`src/rtl/trim_clock_pkg.sv`:
```
package trim_clock_pkg;

    // Register word indices on the control bus
    typedef enum logic [2:0] {
        RI_CTRL    = 3'd0,
        RI_EVENT   = 3'd1,
        RI_ADDEND  = 3'd2,
        RI_ACCUM   = 3'd3,
        RI_TIME_LO = 3'd4,
        RI_TIME_HI = 3'd5,
        RI_TGT_LO  = 3'd6,
        RI_TGT_HI  = 3'd7
    } reg_idx_e;

    // Target compare states
    typedef enum logic [1:0] {
        TGT_ARMED   = 2'd0,
        TGT_PENDING = 2'd1,
        TGT_SPENT   = 2'd2
    } tgt_state_e;

    localparam int CTRL_SRST_BIT = 0;
    localparam int CTRL_MASK_BIT = 1;
    localparam int CTRL_W        = 2;
    localparam int EVT_TGT_BIT   = 1;

endpackage

```
`src/rtl/trim_rate_accum.sv`:
```
module trim_rate_accum #(
    parameter int          W       = 32,
    parameter logic [W-1:0] NOMINAL = 32'hA000_0000
) (
    input  logic         clk,
    input  logic         rst_n,
    input  logic         srst,
    input  logic         addend_we,
    input  logic         acc_we,
    input  logic [W-1:0] wdata,
    output logic [W-1:0] addend_q,
    output logic [W-1:0] acc_q,
    output logic         tick
);

    logic [W:0] sum;

    assign sum  = {1'b0, acc_q} + {1'b0, addend_q};
    assign tick = sum[W] & ~srst & ~acc_we;

    always_ff @(posedge clk or negedge rst_n) begin
        if (!rst_n) begin
            addend_q <= NOMINAL;
            acc_q    <= '0;
        end else if (srst) begin
            addend_q <= NOMINAL;
            acc_q    <= '0;
        end else begin
            if (addend_we) begin
                addend_q <= wdata;
            end
            acc_q <= acc_we ? wdata : sum[W-1:0];
        end
    end


    nominal_after_srst_chk: assert property (@(posedge clk) disable iff (!rst_n)
        $past(srst) |-> (addend_q == NOMINAL && acc_q == '0));

endmodule

```
`src/rtl/trim_time_core.sv`:
```
module trim_time_core #(
    parameter int W  = 32,
    parameter int TW = 2 * W
) (
    input  logic          clk,
    input  logic          rst_n,
    input  logic          srst,
    input  logic          tick,
    input  logic          lo_we,
    input  logic          hi_we,
    input  logic          lo_rd,
    input  logic [W-1:0]  wdata,
    output logic [TW-1:0] time_q,
    output logic [W-1:0]  shadow_q
);

    logic [W-1:0] stage_q;

    always_ff @(posedge clk or negedge rst_n) begin
        if (!rst_n) begin
            time_q   <= '0;
            stage_q  <= '0;
            shadow_q <= '0;
        end else if (srst) begin
            time_q   <= '0;
            stage_q  <= '0;
            shadow_q <= '0;
        end else begin
            if (lo_we) begin
                stage_q <= wdata;
            end
            if (hi_we) begin
                time_q <= {wdata, stage_q};
            end else if (tick) begin
                time_q <= time_q + 1'b1;
            end
            if (lo_rd) begin
                shadow_q <= time_q[TW-1:W];
            end
        end
    end


    tick_step_chk: assert property (@(posedge clk) disable iff (!rst_n)
        (!$past(hi_we) && !$past(srst) && (time_q != $past(time_q)))
            |-> ($past(tick) && time_q == $past(time_q) + 1'b1));


    hi_commit_chk: assert property (@(posedge clk) disable iff (!rst_n)
        ($past(hi_we) && !$past(srst)) |-> (time_q == {$past(wdata), $past(stage_q)}));


    shadow_latch_chk: assert property (@(posedge clk) disable iff (!rst_n)
        ($past(lo_rd) && !$past(srst)) |-> (shadow_q == $past(time_q[TW-1:W])));

endmodule

```
`src/rtl/trim_target_fsm.sv`:
```
module trim_target_fsm
    import trim_clock_pkg::*;
#(
    parameter int W  = 32,
    parameter int TW = 2 * W
) (
    input  logic          clk,
    input  logic          rst_n,
    input  logic          srst,
    input  logic [TW-1:0] time_in,
    input  logic          tlo_we,
    input  logic          thi_we,
    input  logic [W-1:0]  wdata,
    input  logic          evt_clr,
    output logic [TW-1:0] target_q,
    output logic          evt
);

    tgt_state_e state_q, state_d;
    logic       reached;

    assign reached = (time_in >= target_q);

    // Target words
    always_ff @(posedge clk or negedge rst_n) begin
        if (!rst_n) begin
            target_q <= '1;
        end else if (srst) begin
            target_q <= '1;
        end else begin
            if (tlo_we) begin
                target_q[W-1:0] <= wdata;
            end
            if (thi_we) begin
                target_q[TW-1:W] <= wdata;
            end
        end
    end

    // State register
    always_ff @(posedge clk or negedge rst_n) begin
        if (!rst_n) begin
            state_q <= TGT_ARMED;
        end else if (srst) begin
            state_q <= TGT_ARMED;
        end else begin
            state_q <= state_d;
        end
    end

    // Next state
    always_comb begin
        state_d = state_q;
        unique case (state_q)
            TGT_ARMED:   if (reached)          state_d = TGT_PENDING;
            TGT_PENDING: if (evt_clr)          state_d = TGT_SPENT;
            TGT_SPENT:   if (tlo_we || thi_we) state_d = TGT_ARMED;
            default:                           state_d = TGT_ARMED;
        endcase
    end

    // Outputs
    always_comb begin
        evt = (state_q == TGT_PENDING);
    end


    evt_rise_chk: assert property (@(posedge clk) disable iff (!rst_n)
        $rose(evt) |-> $past(time_in >= target_q));


    evt_clr_chk: assert property (@(posedge clk) disable iff (!rst_n)
        ($past(evt_clr) && $past(evt)) |-> !evt);

endmodule

```
`src/rtl/trim_clock_top.sv`:
```
module trim_clock_top
    import trim_clock_pkg::*;
#(
    parameter int          BUS_W   = 32,
    parameter logic [BUS_W-1:0] NOMINAL = 32'hA000_0000
) (
    input  logic             clk,
    input  logic             rst_n,
    input  logic             bus_sel,
    input  logic             bus_wr,
    input  logic [2:0]       bus_addr,
    input  logic [BUS_W-1:0] bus_wdata,
    output logic [BUS_W-1:0] bus_rdata,
    output logic             irq
);

    localparam int TW = 2 * BUS_W;

    logic [CTRL_W-1:0] ctrl_q;
    logic              srst;
    logic [7:0]        wr_hit;
    logic              lo_rd;
    logic [BUS_W-1:0]  addend_q, acc_q, shadow_q;
    logic              tick;
    logic [TW-1:0]     time_q, target_q;
    logic              evt;
    logic              evt_clr;
    logic [BUS_W-1:0]  evt_word, ctrl_word;

    // One write strobe per register word
    for (genvar g = 0; g < 8; g++) begin : g_wdec
        assign wr_hit[g] = bus_sel & bus_wr & (bus_addr == 3'(g));
    end

    assign lo_rd   = bus_sel & ~bus_wr & (bus_addr == RI_TIME_LO);
    assign srst    = ctrl_q[CTRL_SRST_BIT];
    assign evt_clr = wr_hit[RI_EVENT] & bus_wdata[EVT_TGT_BIT];
    assign irq     = evt & ctrl_q[CTRL_MASK_BIT];

    always_ff @(posedge clk or negedge rst_n) begin
        if (!rst_n) begin
            ctrl_q <= '0;
        end else if (wr_hit[RI_CTRL]) begin
            ctrl_q <= bus_wdata[CTRL_W-1:0];
        end
    end

    trim_rate_accum #(.W(BUS_W), .NOMINAL(NOMINAL)) u_accum (
        .clk       (clk),
        .rst_n     (rst_n),
        .srst      (srst),
        .addend_we (wr_hit[RI_ADDEND]),
        .acc_we    (wr_hit[RI_ACCUM]),
        .wdata     (bus_wdata),
        .addend_q  (addend_q),
        .acc_q     (acc_q),
        .tick      (tick)
    );

    trim_time_core #(.W(BUS_W), .TW(TW)) u_time (
        .clk      (clk),
        .rst_n    (rst_n),
        .srst     (srst),
        .tick     (tick),
        .lo_we    (wr_hit[RI_TIME_LO]),
        .hi_we    (wr_hit[RI_TIME_HI]),
        .lo_rd    (lo_rd),
        .wdata    (bus_wdata),
        .time_q   (time_q),
        .shadow_q (shadow_q)
    );

    trim_target_fsm #(.W(BUS_W), .TW(TW)) u_target (
        .clk      (clk),
        .rst_n    (rst_n),
        .srst     (srst),
        .time_in  (time_q),
        .tlo_we   (wr_hit[RI_TGT_LO]),
        .thi_we   (wr_hit[RI_TGT_HI]),
        .wdata    (bus_wdata),
        .evt_clr  (evt_clr),
        .target_q (target_q),
        .evt      (evt)
    );

    always_comb begin
        evt_word              = '0;
        evt_word[EVT_TGT_BIT] = evt;
        ctrl_word             = '0;
        ctrl_word[CTRL_W-1:0] = ctrl_q;
    end

    always_comb begin
        unique case (reg_idx_e'(bus_addr))
            RI_CTRL:    bus_rdata = ctrl_word;
            RI_EVENT:   bus_rdata = evt_word;
            RI_ADDEND:  bus_rdata = addend_q;
            RI_ACCUM:   bus_rdata = acc_q;
            RI_TIME_LO: bus_rdata = time_q[BUS_W-1:0];
            RI_TIME_HI: bus_rdata = shadow_q;
            RI_TGT_LO:  bus_rdata = target_q[BUS_W-1:0];
            RI_TGT_HI:  bus_rdata = target_q[TW-1:BUS_W];
            default:    bus_rdata = '0;
        endcase
    end

endmodule

```
`config.mk`:
```
export PLATFORM = sky130hd
export DESIGN_NAME = trim_clock_top
export DESIGN_NICKNAME = d
export VERILOG_FILES = /design/src/rtl/trim_clock_pkg.sv /design/src/rtl/trim_rate_accum.sv /design/src/rtl/trim_time_core.sv /design/src/rtl/trim_target_fsm.sv /design/src/rtl/trim_clock_top.sv
export SDC_FILE = /design/constraint.sdc
export NUM_CORES = 1
export LEC_CHECK = 0
export BUFFER_PORTS_ARGS = -buffer_cell sky130_fd_sc_hd__buf_2
export CAP_MARGIN = 25
export CORE_MARGIN = 4
export CORE_UTILIZATION = 54
export DETAILED_ROUTE_END_ITERATION = 8
export PLACE_DENSITY = 0.72
export SYNTH_ARGS = -nofsm -noshare
export SYNTH_HDL_FRONTEND = slang
export SYNTH_SLANG_ARGS = --single-unit
```
`constraint.sdc`:
```
create_clock -name clk -period 3.94 [get_ports clk]
set_input_delay 0.788 -clock clk [delete_from_list [all_inputs] [get_ports clk]]
set_output_delay 0.788 -clock clk [all_outputs]
set_load 0.01 [all_outputs]
```
==> flow_metrics.tcl <==
set metrics [dict create \
    cts_buffer_depth 3 \
    antenna_found_initial 1 \
    yosys_warnings 0 \
    criticalPathCategory "reg2reg" \
    grtUsageMet2_pct 47.7 \
    die-area_um2 32300 \
    dieWidth_um 180 \
    rsz0062_at_grt "false" \
    power.clock.fraction_pct 31.3 \
    die_y_um 180 \
    port_buffers 71 \
    routed_wl_um 51600 \
    crit_fanout 25 \
    critPathRequiredTime_ps 4380 \
    hold_path_class "in2async" \
    drt_iter0_drc 1739 \
    vias 14500 \
    cts_max_level 1 \
    ys_types 71 \
    pwr-share-comb_pct 27.8 \
    crit_start "u_accum.addend_q[0]" \
    clock_sinks 260 \
    synthFlopType "dfrtp_1" \
    grt_usage_pct 31.0 \
    p_seq_share_pct 40.9 \
    setup_slack_ps 416 \
    powerDensity_nw_per_um2 481 \
    gr-usage-met3_pct 6.99 \
    swShare_pct 34.8 \
    synth_top_area_share_pct 30.5 \
    cts_tree "built" \
    gp_congestion 0.961 \
    outcome "finished clean" \
    ff2ff_setup_slack_ps 420 \
    rr_endpoint "u_time.time_q[37]" \
    cts_buffers 29 \
    area_growth_pct 11.2 \
    cp-end-kind "flop" \
    grt_max_degree 185 \
    hold_viol_final 0 \
    synth_top_area_cell "dfrtp_1" \
    synth_area_um2 15900 \
    synthTopCellsByArea "dfrtp_1 31%, dfstp_2 11%, ha_1 7.6%" \
    drv_slew 0 \
    period_needed_ps 3520 \
    coreArea_um2 28900 \
    clk_latency_ps 550 \
    nets 1945 \
    r2r_cells 13 \
    drive_gt1_share_pct 14.3 \
    synth.most_common_cell "nand2_1" \
    max_cap_violations 0 \
    worstPathArrival_ps 3960 \
    grt_most_used_layer "met2" \
    postCtsHoldBufs 0 \
    io_pins 72 \
    synth_common_cells "233 x nand2_1, 194 x dfrtp_1, 153 x nor2_1" \
    async_reset_ff_share_pct 100 \
    syn_avg_cell_area_um2 8.94 \
    clk_root_buffer_cell "clkbuf_16" \
    slew_headroom_pct 23.2 \
    tightest_slew_ps 1150 \
    postSynthCellCount 1779 \
    power_switching_w 0.00297 \
    period_share_pct 89.5 \
    grt_pass1_wl_um 81200 \
    place_ws_ps 453 \
    p_leak_nw 8.45 \
    syn_nets 1916 \
    grt-ovfl-total 0 \
    rows 62 \
    drc 0 \
    synth_edf_count 0 \
    clock.fmax_ghz 0.284 \
    clk_pin_slew_worst_paths_ps 60 \
    post_cts_buffers 0 \
    grt_pass1_vias 14200 \
    antenna_left 0 \
    initial_core_util_pct 55.1 \
    p_int_w 0.00555 \
    synth-seq-area-share_pct 41.4 \
    peakVddDrop_mv 0.369 \
    setup-violations-final 0 \
    drt_pass1_iterations 6 \
    critPathCapture "u_time.time_q[37]" \
    wire_per_inst_um 23.3 \
    ys_seq_elements 260 \
    ctsResizeCount 0 \
    met1_usage_pct 43.5 \
    tns_ps 0 \
    skew_ps 10.6 \
    dp_hpwl_um 35400 \
    cp-start-kind "flop" \
    rr_startpoint "u_accum.addend_q[0]" \
    vias_per_cell 6.55 \
]
-- worst max-delay path, stage by stage (launching register included) --
cell and delay (ps):
dfrtp_1 380, ha_1 180, inv_1 50, fa_1 410
nor2b_1 290, o2111ai_2 180, nand3_1 250, a2111oi_2 120
nor3_2 230, or2_1 350, buf_4 380, nand4_1 160
xor2_1 170, a211oi_1 260
-- how the worst min path moves through the flow --
stage,startpoint,endpoint,slack (ps),depth (start not counted)
after global routing,rst_n,u_accum.addend_q[1],430,1
after CTS,rst_n,u_accum.addend_q[1],400,1
after detailed placement,u_time.shadow_q[16],u_time.shadow_q[16],490,1
after global placement,u_accum.addend_q[29],u_accum.addend_q[29],480,2
after floorplan,u_time.shadow_q[0],u_time.shadow_q[0],470,1
final,rst_n,u_accum.addend_q[1],370,1
-- per-layer routing --
layer  up-vias  wire length [µm]
met1      7079             21200
met3       127              5310
met2       768             23100
met5         -                 0
met4         0              1910
li1       6524                 -
-- flip-flops by register name, indices dropped and copies added, names as in the netlist --
name               flops
u_accum.acc_q         32
u_accum.addend_q      32
u_target.target_q     64
u_time.time_q         64
u_target.state_q       2
ctrl_q                 2
u_time.shadow_q       32
u_time.stage_q        32
-- metrics by stage --
| step | total power, W | cell area (µm²) | hold slack [ps] | util (%) | std cells |
|---|---|---|---|---|---|
| floorplan | 0.00502 | 15900 | 473 | - | 1779 |
| global placement | 0.00576 | 16800 | 484 | 58.1 | 2161 |
| detailed placement | 0.00583 | 16800 | 493 | 58.1 | 2161 |
| CTS | 0.00850 | 17700 | 404 | 61.3 | 2214 |
| global route | 0.00895 | 17700 | 430 | 61.3 | 2215 |
| finish | 0.00852 | 17700 | 370 | 61.3 | 2215 |
-- cell usage in the layout (no fill, tap or decap), types with 10 or more instances in the layout --
cell type and count:
a21o_1 42, dfrtp_1 193, dfstp_2 66, nand3_1 72
inv_1 79, or3_1 10, a32o_1 13, a22o_1 33
xnor2_1 16, a211oi_1 55, o21ai_0 32, buf_2 70
nor4_1 10, clkbuf_8 11, and3_1 19, a21oi_1 126
xor2_1 49, clkbuf_16 29, nor3_1 14, nor2_1 150
nand4_1 41, a211o_1 66, a22oi_1 90, ha_1 97
buf_4 43, and2_1 11, nand2_1 233
-- power by group through the flow --
stage / Sequential (W) / Clock, W / Combinational [W]
4_1_cts: 0.00347 / 0.00270 / 0.00234
3_5_place_dp: 0.00351 / 0 / 0.00232
2_1_floorplan: 0.00336 / 0 / 0.00166
5_1_grt: 0.00352 / 0.00283 / 0.00260
3_3_place_gp: 0.00349 / 0 / 0.00226
6_report: 0.00348 / 0.00267 / 0.00236
-- area by class of cell --
cell class | instances | area (µm²)
well taps | 384 | 480
clock inverters | 4 | 20.0
diodes | 1 | 2.50
repair buffers | 119 | 788
inverters | 79 | 297
multi-input cells | 1319 | 8610
fillers | 2494 | 11200
clock buffers | 49 | 911
flip-flops and latches | 260 | 6590
-- cells by family after synthesis --
logic type	count (synthesis)	share of synthesized area, %
XOR/XNOR	65	3.58
multiplexers	5	0.338
adder cells (fa/ha/maj)	98	7.75
AO/OA/AOI/OAI	520	23.2
buffers and inverters	200	4.88
flip-flops	260	41.4
AND/OR/NAND/NOR	631	18.8
Power figures use the tool's default switching activity.
